$ cat src/rtl/dbs_pkg.sv
package dbs_pkg;
  localparam int OP_W   = 32;
  localparam int BUS_W  = 16;
  localparam int OP_BY  = OP_W / 8;
  localparam int CNT_W  = $clog2(OP_BY + 1);

  typedef enum logic [1:0] {ST_IDLE, ST_RUN, ST_GAP} dbs_state_e;

  // size code -> byte count (00 means four)
  function automatic logic [CNT_W-1:0] code_to_bytes(input logic [1:0] code);
    return (code == 2'b00) ? CNT_W'(OP_BY) : CNT_W'(code);
  endfunction

  // remaining byte count -> size code
  function automatic logic [1:0] bytes_to_code(input logic [CNT_W-1:0] n);
    return n[1:0];
  endfunction

  // bytes moved by one acknowledged cycle
  function automatic logic [CNT_W-1:0] moved(input logic wide, input logic odd,
                                              input logic [CNT_W-1:0] rem);
    return (wide && !odd && rem >= CNT_W'(2)) ? CNT_W'(2) : CNT_W'(1);
  endfunction

  // request legality: bytes anywhere, word/long even, three-byte never
  function automatic logic req_legal(input logic [1:0] code, input logic a0);
    return (code == 2'b01) || ((code != 2'b11) && !a0);
  endfunction
endpackage

$ cat src/rtl/dbs_ctrl.sv
module dbs_ctrl
  import dbs_pkg::*;
(
  input  logic clk,
  input  logic rst_n,
  input  logic start,
  input  logic reject,
  input  logic acked,
  input  logic last,
  output logic strobe,
  output logic ready,
  output logic done,
  output logic err
);
  dbs_state_e state;

  always_ff @(posedge clk or negedge rst_n) begin
    if (!rst_n) begin
      state <= ST_IDLE;
      done  <= 1'b0;
      err   <= 1'b0;
    end else begin
      done <= 1'b0;
      err  <= 1'b0;
      unique case (state)
        ST_IDLE: begin
          if (start)  state <= ST_RUN;
          if (reject) err   <= 1'b1;
        end
        ST_RUN: begin
          if (acked) begin
            if (last) begin
              state <= ST_IDLE;
              done  <= 1'b1;
            end else begin
              state <= ST_GAP;
            end
          end
        end
        ST_GAP:  state <= ST_RUN;
        default: state <= ST_IDLE;
      endcase
    end
  end

  assign strobe = (state == ST_RUN);
  assign ready  = (state == ST_IDLE);
endmodule

$ cat src/rtl/dbs_track.sv
module dbs_track
  import dbs_pkg::*;
#(
  parameter int ADDR_W = 24
) (
  input  logic              clk,
  input  logic              rst_n,
  input  logic              start,
  input  logic [ADDR_W-1:0] req_addr,
  input  logic [1:0]        req_siz,
  input  logic              req_write,
  input  logic              acked,
  input  logic              wide,
  output logic [ADDR_W-1:0] addr,
  output logic [CNT_W-1:0]  rem,
  output logic              wr,
  output logic [CNT_W-1:0]  n_move,
  output logic              last
);
  assign n_move = moved(wide, addr[0], rem);
  assign last   = (rem <= n_move);

  always_ff @(posedge clk or negedge rst_n) begin
    if (!rst_n) begin
      addr <= '0;
      rem  <= '0;
      wr   <= 1'b0;
    end else if (start) begin
      addr <= req_addr;
      rem  <= code_to_bytes(req_siz);
      wr   <= req_write;
    end else if (acked) begin
      addr <= addr + ADDR_W'(n_move);
      rem  <= rem - n_move;
    end
  end
endmodule

$ cat src/rtl/dbs_rd_assemble.sv
module dbs_rd_assemble
  import dbs_pkg::*;
(
  input  logic             clk,
  input  logic             rst_n,
  input  logic             start,
  input  logic             acked,
  input  logic [CNT_W-1:0] n_move,
  input  logic             low_lane,
  input  logic [BUS_W-1:0] bus_rdata,
  output logic [OP_W-1:0]  asm_q
);
  always_ff @(posedge clk or negedge rst_n) begin
    if (!rst_n) begin
      asm_q <= '0;
    end else if (start) begin
      asm_q <= '0;
    end else if (acked) begin
      if (n_move == CNT_W'(2))
        asm_q <= {asm_q[OP_W-BUS_W-1:0], bus_rdata};
      else if (low_lane)
        asm_q <= {asm_q[OP_W-9:0], bus_rdata[7:0]};
      else
        asm_q <= {asm_q[OP_W-9:0], bus_rdata[15:8]};
    end
  end
endmodule

$ cat src/rtl/dbs_wr_steer.sv
module dbs_wr_steer
  import dbs_pkg::*;
(
  input  logic             clk,
  input  logic             rst_n,
  input  logic             start,
  input  logic [1:0]       req_siz,
  input  logic [OP_W-1:0]  req_wdata,
  input  logic             acked,
  input  logic [CNT_W-1:0] n_move,
  input  logic [CNT_W-1:0] rem,
  output logic [BUS_W-1:0] bus_wdata
);
  logic [OP_W-1:0] sh_q;
  logic [CNT_W-1:0] load_bytes;

  assign load_bytes = code_to_bytes(req_siz);

  always_ff @(posedge clk or negedge rst_n) begin
    if (!rst_n) begin
      sh_q <= '0;
    end else if (start) begin
      sh_q <= req_wdata << (8 * (OP_BY - int'(load_bytes)));
    end else if (acked) begin
      sh_q <= (n_move == CNT_W'(2)) ? (sh_q << 16) : (sh_q << 8);
    end
  end

  assign bus_wdata = (rem == CNT_W'(1)) ? {sh_q[OP_W-1 -: 8], sh_q[OP_W-1 -: 8]}
                                        : sh_q[OP_W-1 -: BUS_W];
endmodule

$ cat src/rtl/dbs_master.sv
module dbs_master
  import dbs_pkg::*;
#(
  parameter int ADDR_W = 24
) (
  input  logic              clk,
  input  logic              rst_n,
  input  logic              req_valid,
  input  logic              req_write,
  input  logic [1:0]        req_siz,
  input  logic [ADDR_W-1:0] req_addr,
  input  logic [31:0]       req_wdata,
  output logic              req_ready,
  output logic              req_err,
  output logic              bus_strobe,
  output logic              bus_write,
  output logic [ADDR_W-1:0] bus_addr,
  output logic [1:0]        bus_siz,
  output logic [15:0]       bus_wdata,
  input  logic [15:0]       bus_rdata,
  input  logic              ack_byte,
  input  logic              ack_word,
  output logic              done,
  output logic [31:0]       rdata
);
  // named internal events
  logic             take;
  logic             start_ok;
  logic             reject;
  logic             acked;
  logic             last_xfer;
  logic             low_lane;
  logic [CNT_W-1:0] n_move;
  logic [CNT_W-1:0] rem;

  assign take     = req_valid && req_ready;
  assign start_ok = take && req_legal(req_siz, req_addr[0]);
  assign reject   = take && !req_legal(req_siz, req_addr[0]);
  assign acked    = bus_strobe && (ack_byte || ack_word);
  assign low_lane = ack_word && bus_addr[0];

  dbs_ctrl u_ctrl (
    .clk(clk), .rst_n(rst_n), .start(start_ok), .reject(reject),
    .acked(acked), .last(last_xfer), .strobe(bus_strobe),
    .ready(req_ready), .done(done), .err(req_err)
  );

  dbs_track #(.ADDR_W(ADDR_W)) u_track (
    .clk(clk), .rst_n(rst_n), .start(start_ok), .req_addr(req_addr),
    .req_siz(req_siz), .req_write(req_write), .acked(acked),
    .wide(ack_word), .addr(bus_addr), .rem(rem), .wr(bus_write),
    .n_move(n_move), .last(last_xfer)
  );

  dbs_rd_assemble u_rd (
    .clk(clk), .rst_n(rst_n), .start(start_ok), .acked(acked),
    .n_move(n_move), .low_lane(low_lane), .bus_rdata(bus_rdata),
    .asm_q(rdata)
  );

  dbs_wr_steer u_wr (
    .clk(clk), .rst_n(rst_n), .start(start_ok), .req_siz(req_siz),
    .req_wdata(req_wdata), .acked(acked), .n_move(n_move), .rem(rem),
    .bus_wdata(bus_wdata)
  );

  assign bus_siz = bytes_to_code(rem);
endmodule

$ cat config.mk
export PLATFORM = sky130hd
export DESIGN_NAME = dbs_master
export DESIGN_NICKNAME = d
export VERILOG_FILES = /design/src/rtl/dbs_pkg.sv /design/src/rtl/dbs_ctrl.sv /design/src/rtl/dbs_track.sv /design/src/rtl/dbs_rd_assemble.sv /design/src/rtl/dbs_wr_steer.sv /design/src/rtl/dbs_master.sv
export SDC_FILE = /design/constraint.sdc
export NUM_CORES = 1
export LEC_CHECK = 0
export BUFFER_PORTS_ARGS = -buffer_cell sky130_fd_sc_hd__buf_2
export CORE_AREA = 2 2 95 115
export CTS_CLUSTER_DIAMETER = 80
export DETAILED_ROUTE_END_ITERATION = 6
export DIE_AREA = 0 0 97 117
export GPL_TIMING_DRIVEN = 0
export PLACE_DENSITY = 0.8
export SLEW_MARGIN = 25
export SYNTH_ARGS = -nofsm -noshare
export SYNTH_HDL_FRONTEND = slang
export SYNTH_SLANG_ARGS = --single-unit
$ cat constraint.sdc
create_clock -name clk -period 4.53 [get_ports clk]
set_input_delay 0.453 -clock clk [delete_from_list [all_inputs] [get_ports clk]]
set_output_delay 0.453 -clock clk [all_outputs]
set_load 0.1 [all_outputs]
; ---- After elaboration in Yosys (flattened, before gate mapping)
; Cells that the tools add are included.
[word_totals]
wordCells = 62
ramBits = 0
rom_bits = 0
n_memories = 0
reg_bits = 96
inputBits = 80
latch_bits = 0
[op_classes]
eq_ne = 8
div_mod_pow = 0
shifts = 1
magnitude_cmp = 2
addsub = 3
reduce_logical = 17
mux = 23
bitwise = 0
n_mul = 0
[ops]
columns = cell, count
row1 = $mux 32, 6
row2 = $mux 24, 2
row3 = $shl 32x32->32, 1
row4 = $add 24x3->24, 1
row5 = $mux 8, 2
row6 = $mux 3, 3
row7 = $logic_and 1x1->1, 8
row8 = $mux 2, 4
row9 = $pmux 2 s3, 1
row10 = $mux 1, 5
row11 = $eq 2x1->1 const B, 2
row12 = $eq 2x2->1 const B, 2
row13 = $logic_not 2->1, 2
row14 = $ne 2x1->1 const B, 2
row15 = $sub 3x3->4 const A, 1
row16 = $eq 3x1->1 const B, 1
row17 = $ge 3x2->1 const B, 1
row18 = $le 3x3->1, 1
row19 = $logic_not 1->1, 3
row20 = $sub 3x3->3, 1
row21 = $logic_or 1x1->1, 2
row22 = $ne 2x2->1 const B, 1
row23 = $reduce_and 2->1, 1
row24 = $reduce_bool 2->1, 1

; ---- Longest topological paths before layout
[depth]
ltp_word = 8
ltp_mapped = 12

; ---- Modules after synthesis
; A second synthesis with hierarchy kept.
[unflattened]
cells_unflattened = 636
area_unflattened_um2 = 5778.0
[modules_own_cells]
columns = module, area_each_um2, instances, cells_per_inst
row1 = dbs_wr_steer, 2260.9, 1, 245
row2 = dbs_track, 1679.1, 1, 194
row3 = dbs_rd_assemble, 1646.6, 1, 180
row4 = dbs_ctrl, 153.9, 1, 11
row5 = dbs_master, 37.5, 1, 6

; ---- Least setup slack after synthesis
; Ideal clock, no wire load.
[synth_timing]
path_kind = register -> register
from = reg u_track.addr[0]
to = reg u_track.addr[17]
t_arrival_ns = 2.966
required_time_ns = 4.363
path_slack_ns = 1.398
stages_incl_launch_ff = 12
synth_period_minus_slack_ns = 3.132
setup_time_ns = 0.167
n_path_buf = 2
cell_sequence = dfrtp_1 -> inv_1 -> nand2b_1 -> buf_2 -> inv_2 -> buf_2 -> ha_1 -> a21oi_1 -> nor4_2 -> nand2_1 -> o211ai_1 -> o311ai_1
[synth_via]
elab_chain_cells = 7
[synth_lines]
columns = item, line
row1 = "start, declared", dbs_track.sv:14  ; output logic [ADDR_W-1:0] addr,
row2 = "start signal, assigned", dbs_track.sv:29  ; addr <= req_addr;
row3 = "start signal, assigned", dbs_track.sv:33  ; addr <= addr + ADDR_W'(n_move);
row4 = $logic_not 1->1, dbs_pkg.sv:22  ; return (wide && !odd && rem >= CNT_W'(2)) ? CNT_W'(2) : CNT_W'(1);
row5 = $logic_and 1x1->1 (2 in a row), dbs_pkg.sv:22
row6 = $mux 2, dbs_pkg.sv:22
row7 = $add 24x3->24 (*), dbs_track.sv:33
row8 = $mux 24 (*), dbs_track.sv:32  ; end else if (acked) begin
row9 = $mux 24 (*), dbs_track.sv:28  ; end else if (start) begin
; Mark *: on every way between the ends. The rest lies on a longest branch, timed or not. The select of a mux whose other input is x is not followed.
; A chain may end at the register's enable or synchronous reset.

; ---- Worst setup path in the final report
[layout_timing]
from = reg u_track.rem[1]
to = reg u_track.addr[17]
[layout_via]
elab_chain_cells = 6
[layout_lines]
columns = item, line
row1 = "start, declared", dbs_track.sv:15  ; output logic [CNT_W-1:0] rem,
row2 = "start signal, assigned", dbs_track.sv:30  ; rem <= code_to_bytes(req_siz);
row3 = "start signal, assigned", dbs_track.sv:34  ; rem <= rem - n_move;
row4 = $ge 3x2->1, dbs_pkg.sv:22
row5 = $logic_and 1x1->1, dbs_pkg.sv:22
row6 = $mux 2, dbs_pkg.sv:22
row7 = $add 24x3->24, dbs_track.sv:33
row8 = $mux 24, dbs_track.sv:32
row9 = $mux 24, dbs_track.sv:28
; Every way passes these cells. The select of a mux whose other input is x is not followed.

==> flow_summary.toml <==
[run_status]
outcome = "finished, violations left"
violations = "DRC"

[clock_network]
cts_tree = "built"
h-tree-depth = 3
numCtsBuffers = 9
clockBufferDepth = 2
cts_setup_buffers = 0
clk_latency_ps = 340
cts.reportedPaths.clkPinSlew_ps = 70
root_buffer = "clkbuf_16"
clkSinkCount = 96
ctsResizeCount = 0
ctsHoldBuffers = 0

[route]
drt_iter0_drc = 522
vias_per_cell = 6.154
drt-total-wl_um = 17020
ant_nets = 0
dr_total_vias = 5625
avgRoutedWirePerCell_um = 18.62
drc_errors = 15
drt-pass1-iter-count = 7

[worst_setup_path]
critPathTopFamily = "simple AND/OR/NAND/NOR gates"
end_kind = "register"
crit_buf_inv = 3
critical_path_class = "reg2reg"
path_cells = "o21ai_1, nand2b_1, buf_2, inv_2, buf_2, ha_1, a21oi_1, nor4_2, nand2_1, o211ai_1, o311ai_1"
crit_fanout = 11
critPathSlowestCell = "nor4_2"
cp.required_ps = 4740
crit_arrival_ps = 3340
crit_top_cell = "buf_2"
reg2reg_from = "u_track.rem[1]$_DFFE_PN0P_"
cp-start-kind = "register"
r2r_cells = 11
max_stage_delay_ps = 510
r2r_slack_ps = 1400
r2r_end = "u_track.addr[17]$_DFFE_PN0P_"

[floorplan]
core_area_mm2 = 0.01031
die_height_um = 117
initial_core_util = 0.5305
dieArea_mm2 = 0.01135
rows = 41
die_w_um = 97
io_pins = 159

[yosys]
synth_common_cells = "96 x dfrtp_1, 72 x nand2_1, 53 x nor2_1, 49 x mux2i_1, 45 x o21ai_1"
synth_edf_count = 0
synth_top_cell_by_area = "dfrtp_1"
muxShareOfSynthArea = 0.1226
ys.flop_type = "dfrtp_1"
synth_warnings = 0
synth_top_family_by_area = "simple AND/OR/NAND/NOR gates"
avgSynthCellArea_um2 = 8.968
seq_area_frac_synth = 0.4392
async_flop_share = 1.000
synth_compound_area_frac = 0.1727
synth_area_mm2 = 0.005470
yosysMostFrequentCell = "dfrtp_1"
synthTopCellsByArea = "dfrtp_1 44%, mux2i_1 9.0%, nand2_1 4.9%"
netlist_instances = 610
synthSimpleGateAreaFrac = 0.1912
ys_ff_latch = 96
synth_adder_area_share = 0.01281
synth_xor_area_frac = 0.008005
synth_top_area_frac = 0.4392
synth_nets = 695
yosysUniqueCellTypes = 47

[grt]
grt_max_degree = 56
grt_pass1_vias = 5281
grt_pass1_wl_um = 26720
grt_use_total = 0.2955
antenna_found_initial = 1
overflow = 0

[cells_and_area]
fin_cells = 914
syn2layout_area_growth_pct = 23.60
nFillCells = 850
n_antenna_cell = 0
drive_gt1_frac = 0.2904
stdcell_area_mm2 = 0.006761
nets = 865

[place]
dp.cells = 898
gp_congestion = 0.8969
hpwl_um = 12240
port_buffers = 158
placed_cell_area_mm2 = 0.006456

[sta]
fin_crit_sh = 0.6904
tns_ps = 0
period_minus_slack_ps = 3128
slew-limit-headroom = 0.2726
final_hold_viol_count = 0
skew_ps = 7.475
rsz0062_at_grt = "false"
finalSetupViolations = 0
slew_viol_final = 0
fmax_mhz = 319.7
worst-slew-pin-transition_ps = 1085

[job]
max_cap_violations = 0

[hold_path]
hold_class = "in2async"
[how the worst max path moves through the flow]
stage	startpoint	endpoint	slack (ps)	depth (start not counted)
after floorplan	u_track.addr[0]$_DFFE_PN0P_	u_track.addr[17]$_DFFE_PN0P_	1400	11
after global placement	req_siz[0]	u_wr.sh_q[1]$_DFFE_PN0P_	1330	8
after detailed placement	req_siz[0]	u_wr.sh_q[0]$_DFFE_PN0P_	1280	8
after CTS	u_track.rem[2]$_DFFE_PN0P_	u_track.addr[17]$_DFFE_PN0P_	1430	12
after global routing	u_track.rem[2]$_DFFE_PN0P_	u_track.addr[17]$_DFFE_PN0P_	1170	12
final	u_track.rem[1]$_DFFE_PN0P_	u_track.addr[17]$_DFFE_PN0P_	1400	11
[flip-flops by register name, summed over array words and instances, names as in the netlist]
name	flops
u_ctrl.done	1
u_ctrl.err	1
u_ctrl.state	2
u_rd.asm_q	32
u_track.addr	24
u_track.rem	3
u_track.wr	1
u_wr.sh_q	32
[cells by family (layout without fill, tap and decap cells)]
kind of cell | count (synthesis) | count (layout)
simple gates | 220 | 220
compound gates | 156 | 156
flops | 96 | 96
mux | 65 | 65
buf+inv | 63 | 238
fa+ha+maj | 5 | 5
xor+xnor | 5 | 5
[worst register-to-register path, cell delays in order, from the launching register on]
cell	delay, ps
dfrtp_1	480
o21ai_1	200
nand2b_1	120
buf_2	220
inv_2	80
buf_2	240
ha_1	370
a21oi_1	120
nor4_2	510
nand2_1	290
o211ai_1	240
o311ai_1	120
[per-stage QoR]
step                      setup slack, ps    util  hold slack, ps
after global placement               1327  0.6229           459.2
final                                1402  0.6557           24.49
after CTS                            1428  0.6557           33.28
after floorplan                      1398       -           157.4
after detailed placement             1277  0.6261           399.1
after global routing                 1175  0.6557           41.63
[cell type report]
cell class | instances | area, µm² | share of cell area
multi-input combinational | 451 | 2775 | 0.4104
sequential | 96 | 2402 | 0.3553
timing repair buffer | 159 | 824.5 | 0.1219
buffer | 52 | 251.5 | 0.03719
clock buffer | 10 | 239.0 | 0.03534
tap | 129 | 161.4 | 0.02387
clock inverter | 6 | 66.31 | 0.009808
inverter | 11 | 41.29 | 0.006107
[metal layers]
metal	vias to the layer above	part of all wire	GRT usage	wire (µm)
met4	2	0.025	0.1127	418
met1	2709	0.40	0.3790	6747
li1	2542	-	-	-
met3	43	0.094	0.06651	1605
met5	-	0.00076	0	13
met2	329	0.48	0.4963	8236
[cell usage in the layout (no fill, tap or decap), drive strengths merged, types with 3 or more instances in the layout]
cell	synthesis	layout
nor3	15	15
a21oi	33	33
nand4	4	4
and3	21	21
ha	4	4
nand3	43	43
nor2	54	54
inv	11	13
mux2	16	16
o21ai	65	65
clkbuf	23	33
xnor2	3	3
nand2	72	72
a221o	4	4
buf	29	188
a31oi	4	4
nor4	3	3
o22ai	16	16
mux2i	49	49
o211ai	10	10
o311ai	9	9
a22o	8	8
dfrtp	96	96
clkinv	0	3
Power is left out: the tool's default activity adds up to more than one toggle a clock period on the data nets, which glitch-free logic cannot reach.
